--- src/rtl/pwb_pkg.sv ---
package pwb_pkg;
  typedef enum logic [1:0] {
    ST_IDLE = 2'd0,
    ST_LOAD = 2'd1,
    ST_PROG = 2'd2
  } pwb_state_e;
endpackage

--- src/rtl/pwb_page_latch.sv ---
module pwb_page_latch #(
  parameter int PAGE_BYTES = 64,
  parameter int DATA_W     = 8,
  localparam int COL_W     = $clog2(PAGE_BYTES)
) (
  input  logic              clk,
  input  logic              rst_n,
  input  logic              init_en,
  input  logic [COL_W-1:0]  init_col,
  input  logic              load_en,
  input  logic [DATA_W-1:0] load_data,
  input  logic [COL_W-1:0]  rd_col,
  output logic [DATA_W-1:0] rd_data,
  output logic              rd_vld,
  output logic              any_vld
);
  localparam logic [COL_W-1:0] LAST_COL = COL_W'(PAGE_BYTES - 1);

  // Column advance with wrap inside the page (works for any page size).
  function automatic logic [COL_W-1:0] next_col(input logic [COL_W-1:0] c);
    return (c == LAST_COL) ? '0 : c + COL_W'(1);
  endfunction

  logic [COL_W-1:0]  col_q;
  logic [DATA_W-1:0] data_q [PAGE_BYTES];
  logic [PAGE_BYTES-1:0] vld_q;

  always_ff @(posedge clk or negedge rst_n) begin
    if (!rst_n)        col_q <= '0;
    else if (init_en)  col_q <= init_col;
    else if (load_en)  col_q <= next_col(col_q);
  end

  for (genvar g = 0; g < PAGE_BYTES; g++) begin : g_byte
    logic hit;
    assign hit = load_en && (col_q == COL_W'(g));

    always_ff @(posedge clk) begin
      if (hit) data_q[g] <= load_data;
    end

    always_ff @(posedge clk or negedge rst_n) begin
      if (!rst_n)       vld_q[g] <= 1'b0;
      else if (init_en) vld_q[g] <= 1'b0;
      else if (hit)     vld_q[g] <= 1'b1;
    end
  end

  assign rd_data = data_q[rd_col];
  assign rd_vld  = vld_q[rd_col];
  assign any_vld = |vld_q;
endmodule

--- src/rtl/pwb_prog_timer.sv ---
module pwb_prog_timer #(
  parameter int PROG_CYCLES = 100,
  localparam int CNT_W      = $clog2(PROG_CYCLES + 1)
) (
  input  logic             clk,
  input  logic             rst_n,
  input  logic             clear,
  input  logic             run,
  output logic [CNT_W-1:0] cnt,
  output logic             last
);
  localparam logic [CNT_W-1:0] LAST_CNT = CNT_W'(PROG_CYCLES - 1);

  always_ff @(posedge clk or negedge rst_n) begin
    if (!rst_n)      cnt <= '0;
    else if (clear)  cnt <= '0;
    else if (run)    cnt <= cnt + CNT_W'(1);
  end

  assign last = run && (cnt == LAST_CNT);
endmodule

--- src/rtl/pwb_ctrl.sv ---
module pwb_ctrl
  import pwb_pkg::*;
(
  input  logic clk,
  input  logic rst_n,
  input  logic cmd_start,
  input  logic byte_vld,
  input  logic cs_rise,
  input  logic cs_aligned,
  input  logic permit,
  input  logic any_vld,
  input  logic prog_last,
  output logic init_en,
  output logic load_en,
  output logic commit_go,
  output logic abort_go,
  output logic busy
);
  pwb_state_e state_q, state_d;

  logic open_cmd;
  assign open_cmd  = (state_q == ST_LOAD);
  assign busy      = (state_q == ST_PROG);
  // Chip-select rise closes an open command; it wins over start and data.
  assign commit_go = open_cmd && cs_rise && cs_aligned && permit && any_vld;
  assign abort_go  = open_cmd && cs_rise && !commit_go;
  assign init_en   = cmd_start && !busy && !(open_cmd && cs_rise);
  assign load_en   = byte_vld && open_cmd && !cs_rise && !cmd_start;

  always_comb begin
    state_d = state_q;
    unique case (state_q)
      ST_IDLE: if (init_en) state_d = ST_LOAD;
      ST_LOAD: begin
        if (commit_go)     state_d = ST_PROG;
        else if (abort_go) state_d = ST_IDLE;
      end
      ST_PROG: if (prog_last) state_d = ST_IDLE;
      default: state_d = ST_IDLE;
    endcase
  end

  always_ff @(posedge clk or negedge rst_n) begin
    if (!rst_n) state_q <= ST_IDLE;
    else        state_q <= state_d;
  end
endmodule

--- src/rtl/page_write_buffer.sv ---
module page_write_buffer #(
  parameter int ADDR_W      = 14,
  parameter int PAGE_BYTES  = 64,
  parameter int DATA_W      = 8,
  parameter int PROG_CYCLES = 100,
  localparam int COL_W      = $clog2(PAGE_BYTES),
  localparam int PAGE_W     = ADDR_W - COL_W,
  localparam int CNT_W      = $clog2(PROG_CYCLES + 1)
) (
  input  logic              clk,
  input  logic              rst_n,
  input  logic              cmd_start,
  input  logic [ADDR_W-1:0] cmd_addr,
  input  logic              byte_vld,
  input  logic [DATA_W-1:0] byte_data,
  input  logic              cs_rise,
  input  logic              cs_aligned,
  input  logic              permit,
  output logic              mem_we,
  output logic [ADDR_W-1:0] mem_addr,
  output logic [DATA_W-1:0] mem_wdata,
  output logic              busy,
  output logic              wel_clr
);
  localparam logic [CNT_W-1:0] SCAN_END = CNT_W'(PAGE_BYTES);

  function automatic logic [PAGE_W-1:0] page_of(input logic [ADDR_W-1:0] a);
    return a[ADDR_W-1:COL_W];
  endfunction

  function automatic logic [COL_W-1:0] col_of(input logic [ADDR_W-1:0] a);
    return a[COL_W-1:0];
  endfunction

  // Named internal events (observed by the bound checker).
  logic init_en, load_en, commit_go, abort_go, any_vld;
  logic prog_last, scan_act, rd_vld;
  logic [CNT_W-1:0]  prog_cnt;
  logic [COL_W-1:0]  scan_col;
  logic [PAGE_W-1:0] page_q;

  pwb_ctrl u_ctrl (
    .clk       (clk),
    .rst_n     (rst_n),
    .cmd_start (cmd_start),
    .byte_vld  (byte_vld),
    .cs_rise   (cs_rise),
    .cs_aligned(cs_aligned),
    .permit    (permit),
    .any_vld   (any_vld),
    .prog_last (prog_last),
    .init_en   (init_en),
    .load_en   (load_en),
    .commit_go (commit_go),
    .abort_go  (abort_go),
    .busy      (busy)
  );

  always_ff @(posedge clk or negedge rst_n) begin
    if (!rst_n)       page_q <= '0;
    else if (init_en) page_q <= page_of(cmd_addr);
  end

  pwb_page_latch #(
    .PAGE_BYTES(PAGE_BYTES),
    .DATA_W    (DATA_W)
  ) u_latch (
    .clk      (clk),
    .rst_n    (rst_n),
    .init_en  (init_en),
    .init_col (col_of(cmd_addr)),
    .load_en  (load_en),
    .load_data(byte_data),
    .rd_col   (scan_col),
    .rd_data  (mem_wdata),
    .rd_vld   (rd_vld),
    .any_vld  (any_vld)
  );

  pwb_prog_timer #(
    .PROG_CYCLES(PROG_CYCLES)
  ) u_timer (
    .clk  (clk),
    .rst_n(rst_n),
    .clear(commit_go),
    .run  (busy),
    .cnt  (prog_cnt),
    .last (prog_last)
  );

  // The first PAGE_BYTES busy clocks scan the latch column by column.
  assign scan_col = prog_cnt[COL_W-1:0];
  assign scan_act = busy && (prog_cnt < SCAN_END);
  assign mem_we   = scan_act && rd_vld;
  assign mem_addr = {page_q, scan_col};
  assign wel_clr  = prog_last;
endmodule

--- config.mk ---
export PLATFORM = sky130hd
export DESIGN_NAME = page_write_buffer
export DESIGN_NICKNAME = d
export VERILOG_FILES = /design/src/rtl/pwb_pkg.sv /design/src/rtl/pwb_page_latch.sv /design/src/rtl/pwb_prog_timer.sv /design/src/rtl/pwb_ctrl.sv /design/src/rtl/page_write_buffer.sv
export SDC_FILE = /design/constraint.sdc
export NUM_CORES = 1
export LEC_CHECK = 0
export ABC_AREA = 1
export BUFFER_PORTS_ARGS = -buffer_cell sky130_fd_sc_hd__buf_2
export CAP_MARGIN = 20
export CORE_MARGIN = 5
export CORE_UTILIZATION = 30
export DETAILED_ROUTE_END_ITERATION = 7
export PLACE_DENSITY = 0.48
export SLEW_MARGIN = 15
export SYNTH_ARGS = -nofsm -noshare
export SYNTH_HDL_FRONTEND = slang
export SYNTH_HIERARCHICAL = 1
export SYNTH_SLANG_ARGS = --single-unit
--- constraint.sdc ---
create_clock -name clk -period 2.1 [get_ports clk]
set_clock_uncertainty 0.05 [all_clocks]
set_input_delay 0.42 -clock clk [delete_from_list [all_inputs] [get_ports clk]]
set_output_delay 0.42 -clock clk [all_outputs]
set_load 0.02 [all_outputs]
---- Word level (Yosys, flattened, before mapping) ----
Memories as Yosys holds them, arrays and structs flattened.
Cells that the tools add are included.
word-level totals
  flip-flop bits (word level) ............. 87
  memory bits (writable) .................. 512
  input port bits ......................... 29
  output and inout bits ................... 25
  logic and storage cells ................. 814
  memories kept ........................... 1
memory list
  memory          words  width  rd ports  clocked after Yosys merged registers in  write ports  line                  source
  u_latch.data_q  64     8      1         0                                        1            pwb_page_latch.sv:25  logic [DATA_W-1:0] data_q [PAGE_BYTES];
operators by class
  $add $sub $neg .......................... 2
  order comparisons ....................... 2
  eq/ne operators ......................... 69
  muxes and demuxes ....................... 457
  reductions and logical operators ........ 215
operators by type and width
  operator               number
  $mux W8                63
  $reduce_or A8 Y1       63
  $mux W6                66
  $mux W1                320
  $eq A6 B6 Y1 const B   32
  $reduce_bool A2 Y1     66
  $eq A6 B5 Y1 const B   16
  $logic_and A1 B1 Y1    77
  $reduce_or A64 Y1      1
  $eq A6 B4 Y1 const B   8
  $eq A6 B3 Y1 const B   4
  $mux W7                2
  $eq A6 B2 Y1 const B   2
  $mux W2                4
  $add A7 B1 Y7 const B  1
  $eq A7 B7 Y1 const B   1
  $lt A6 B7 Y1 const B   1
  $lt A7 B7 Y1 const B   1
  $add A6 B1 Y6 const B  1
  $bmux W1 S6            1
  $eq A6 B1 Y1 const B   1
  $logic_not A6 Y1       1
  $pmux W2 S3            1
  $logic_not A1 Y1       5
  other kinds (7)        7

---- Logic depth before layout (Yosys ltp) ----
  depth after elaboration ................. 71
  depth in mapped cells ................... 14
  mapped depth without buffers ............ 14

---- Cells and area by module ----
The synthesis kept the hierarchy.
by module, submodules not included
  module             times used  cells each  area each (um^2)  sequential area each (um^2)
  pwb_page_latch     1           2249        24463.5           17126.4
  pwb_prog_timer     1           50          382.9             175.2
  page_write_buffer  1           36          312.8             200.2
  pwb_ctrl           1           22          140.1             50.0

---- Worst setup path after synthesis ----
Ideal clock, no wire load.
  path kind ............................... register to output
  from .................................... register u_ctrl.state_q[0]
  to ...................................... output port wel_clr
  data arrival time ....................... 1877 ps
  data required time ...................... 1630 ps
  path slack .............................. -247 ps
  stages on the path, launching flop included .. 4
  buffers on the path ..................... 0
  cell sequence ........................... dfrtp_1 nor2_1 nand4_1 nor4_1
between the ends
  word-level cells in the longest chain between the ends .. 2
RTL lines
  element                 line                     source
  start, declared         pwb_ctrl.sv:19           pwb_state_e state_q, state_d;
  start signal, assigned  pwb_ctrl.sv:45           else state_q <= state_d;
  $eq A2 B2 Y1            pwb_ctrl.sv:23           assign busy = (state_q == ST_PROG);
  named net busy          page_write_buffer.sv:22  output logic busy,
  $logic_and A1 B1 Y1     pwb_prog_timer.sv:20     assign last = run && (cnt == LAST_CNT);
  end, declared           page_write_buffer.sv:23  output logic wel_clr
The timed path passes the listed nets, and every way through them passes these cells.

---- Final worst setup path ----
  from .................................... register u_timer.cnt[0]
  to ...................................... output port mem_wdata[1]
between the ends
  word-level cells in the longest chain between the ends .. 1
RTL lines
  element                 line                     source
  start, declared         pwb_prog_timer.sv:9      output logic [CNT_W-1:0] cnt,
  start signal, assigned  pwb_prog_timer.sv:17     else if (run) cnt <= cnt + CNT_W'(1);
  $mem_v2 Z64 W8          -
  end, declared           page_write_buffer.sv:21  output logic [DATA_W-1:0] mem_wdata,
Every way passes these cells.

==> flow_metrics.env <==
export IMPL_postLayoutCoreUtil_pct=40.6
export IMPL_slew_headroom_pct=65.3
export IMPL_slew_violations=0
export IMPL_drt_iter0_drc=1755
export IMPL_start_util_pct=30.2
export IMPL_setup_ws_ns=-0.909
export IMPL_violations="setup timing"
export IMPL_instances_no_fill=3859
export IMPL_crit_start="u_timer/cnt[0]"
export IMPL_critPathRequiredTime_ns=1.63
export IMPL_synthToLayoutAreaGrowth_pct=34.3
export IMPL_synth_net_count=2390
export IMPL_post_drt_via_cell_ratio=4.89
export IMPL_core_um2=83700
export IMPL_grt_total_usage_pct=17.2
export IMPL_clock_latency_ns=0.61
export IMPL_place_inst=3662
export IMPL_cp_max_fo=6
export IMPL_fmax_mhz=332
export IMPL_boundaryPins=54
export IMPL_crit_path_end_kind="output pin"
export IMPL_ys_warn_count=6
export IMPL_place_hpwl_mm=45.9
export IMPL_syn_area_um2=25300
export IMPL_path_clk_slew_ns=0.06
export IMPL_pre_cts_ws_ns=-0.590
export IMPL_vdd_drop_max_mv=0.466
export IMPL_cts_buffers=66
export IMPL_grt_pass1_vias=18614
export IMPL_grt_max_degree=65
export IMPL_power_density_nw_per_um2=712
export IMPL_ant_nets=0
export IMPL_clock_path_buffers=3
export IMPL_status="finished with violations"
export IMPL_ctsHtreeMaxLevel=3
export IMPL_grt_ovfl_total=0
export IMPL_cp_data_arrival_time_ns=2.54
export IMPL_die_h_um=300
export IMPL_setup_tns_final_ns=-10.46
export IMPL_crit_type="flop to output pin"
export IMPL_critPathTopFamily="buffers and inverters"
export IMPL_drt_wl_total_mm=80.7
export IMPL_cpPeakStageDelay_ns=0.52
export IMPL_timing_final_crit_share_pct=143
export IMPL_wl_per_cell_um=20.9
export IMPL_vias=18861
export IMPL_cts_tree="done"
export IMPL_dieArea_um2=90200
export IMPL_critPathLaunchType="flop"
export IMPL_p_total_uw=24200
export IMPL_min_from="cs_aligned"
export IMPL_worst_slew_pin_slew_ns=0.521
export IMPL_nNetsFinal=2704
export IMPL_port_buffers=53
export IMPL_drv_cap=0
export IMPL_cts_sinks=599
export IMPL_setup_violations_final=18
export IMPL_hp_class="input port to flop"
export IMPL_period_minus_slack_ns=3.01
export IMPL_hold_viol=0
export IMPL_rsz0062_at_grt="true"
export IMPL_fillers=7951
export IMPL_routabilityCongestion=0.824
export IMPL_avgSynthCellArea_um2=10.7
export IMPL_grt_first_pass_wirelength_mm=117
export IMPL_drc=0
export IMPL_reg2reg_from="u_latch/vld_q[15]"
export IMPL_crit_slowest_cell="dfrtp_4"
export IMPL_critPathBufInv=5
export IMPL_power_leakage_uw=0.0133
export IMPL_die_w_um=300
export IMPL_ctsRootBufferMaster="clkbuf_16"
export IMPL_syn_inst=2356
export IMPL_num_rows=106
export IMPL_antenna_found_initial=2
export IMPL_drive_above_1_share_pct=28.8
export IMPL_firstDrtPassIters=5
export IMPL_crit_chain="buf_12, buf_16, buf_12, buf_8, nand2_1, nand3_1, nand3_2, nand2_1, nand2_1, nand3_2, nand3_2, nand2_4, buf_6"
-- layout by cell type, fill, tap and decap left out, types with 10 or more instances in the layout --
master	count
nand2_1	685
edfxtp_1	512
nand3_1	327
nor2_1	200
buf_4	171
nand3_2	153
nand2_2	88
dfrtp_1	84
clkbuf_16	75
buf_12	56
buf_6	50
buf_2	45
inv_1	44
buf_16	27
nor2_4	18
clkbuf_1	18
nor2_2	18
nand3_4	18
clkinv_1	16
nand2_4	12
clkinv_2	12
dlygate4sd3_1	10
nor4_1	10
-- worst register-to-register path: stages (launching register included) --
cell,delay [ns]
dfrtp_1,0.42
nor4_4,0.35
buf_4,0.16
nand4_1,0.20
nor2_2,0.22
buf_6,0.13
nand3b_1,0.13
nand3_2,0.11
nor2_2,0.07
nor2_2,0.20
nor2_4,0.08
o21ai_1,0.12
a21oi_1,0.05
-- registers in the layout (all words and copies together) (netlist names) --
signal,count
u_latch/data_q,512
u_latch/vld_q,64
page_q,8
u_timer/cnt,7
u_latch/col_q,6
u_ctrl/state_q,2
-- final timing paths --
kind / cells after the start / end / slack (ns)
worst min register to register: 2 / page_q[6] / 0.42
worst max-delay path: 13 / mem_wdata[1] / -0.91
worst max register to register: 12 / u_timer/cnt[4] / -0.37
worst min-delay path: 3 / u_ctrl/state_q[1] / 0.05
max in group asynchronous: 3 / u_timer/cnt[0] / 1.13
min in group asynchronous: 2 / page_q[3] / 0.21
-- report_power, final --
part	internal [uW]	total, uW	switching, uW
Sequential	12900	12900	0
Clock	6230	10900	4710
Combinational	70.5	324	253
-- metal layers --
metal	track usage [%]	part of all wire (%)	vias to the layer above
li1	-	-	8729
met1	24.6	46	9429
met2	27.0	46	573
met3	3.08	5.9	130
met4	4.69	2.5	0
met5	0	0	-
-- metrics by stage --
stage	hold WS, ns	cell area, um^2
2_1_floorplan	0.0744	25400
3_3_place_gp	0.292	28700
3_5_place_dp	0.289	28700
4_1_cts	0.0252	32900
5_1_grt	0.0407	34000
6_report	0.0526	34000
-- layout make-up --
cell class / instances / area, um^2 / area share [%]
inverter: 54 / 234 / 0.689
sequential: 599 / 17600 / 51.7
clock inverter: 35 / 253 / 0.744
tap: 1134 / 1420 / 4.18
timing repair buffer: 378 / 4470 / 13.2
multi-input combinational: 1570 / 8230 / 24.2
timing repair inverter: 1 / 20.0 / 0.0589
antenna: 1 / 2.50 / 0.00737
clock buffer: 87 / 1770 / 5.22
-- what timing repair did --
action / 4_1_cts / 5_1_grt
cloned: 23 / 24
setup endpoints to repair: 20 / 204
setup buffers: 19 / 0
hold buffers: 10 / 0
hold endpoints to repair: 62 / 0
gates resized for setup: 297 / 206
pin swaps: 125 / 90
Power figures use the tool's default switching activity.
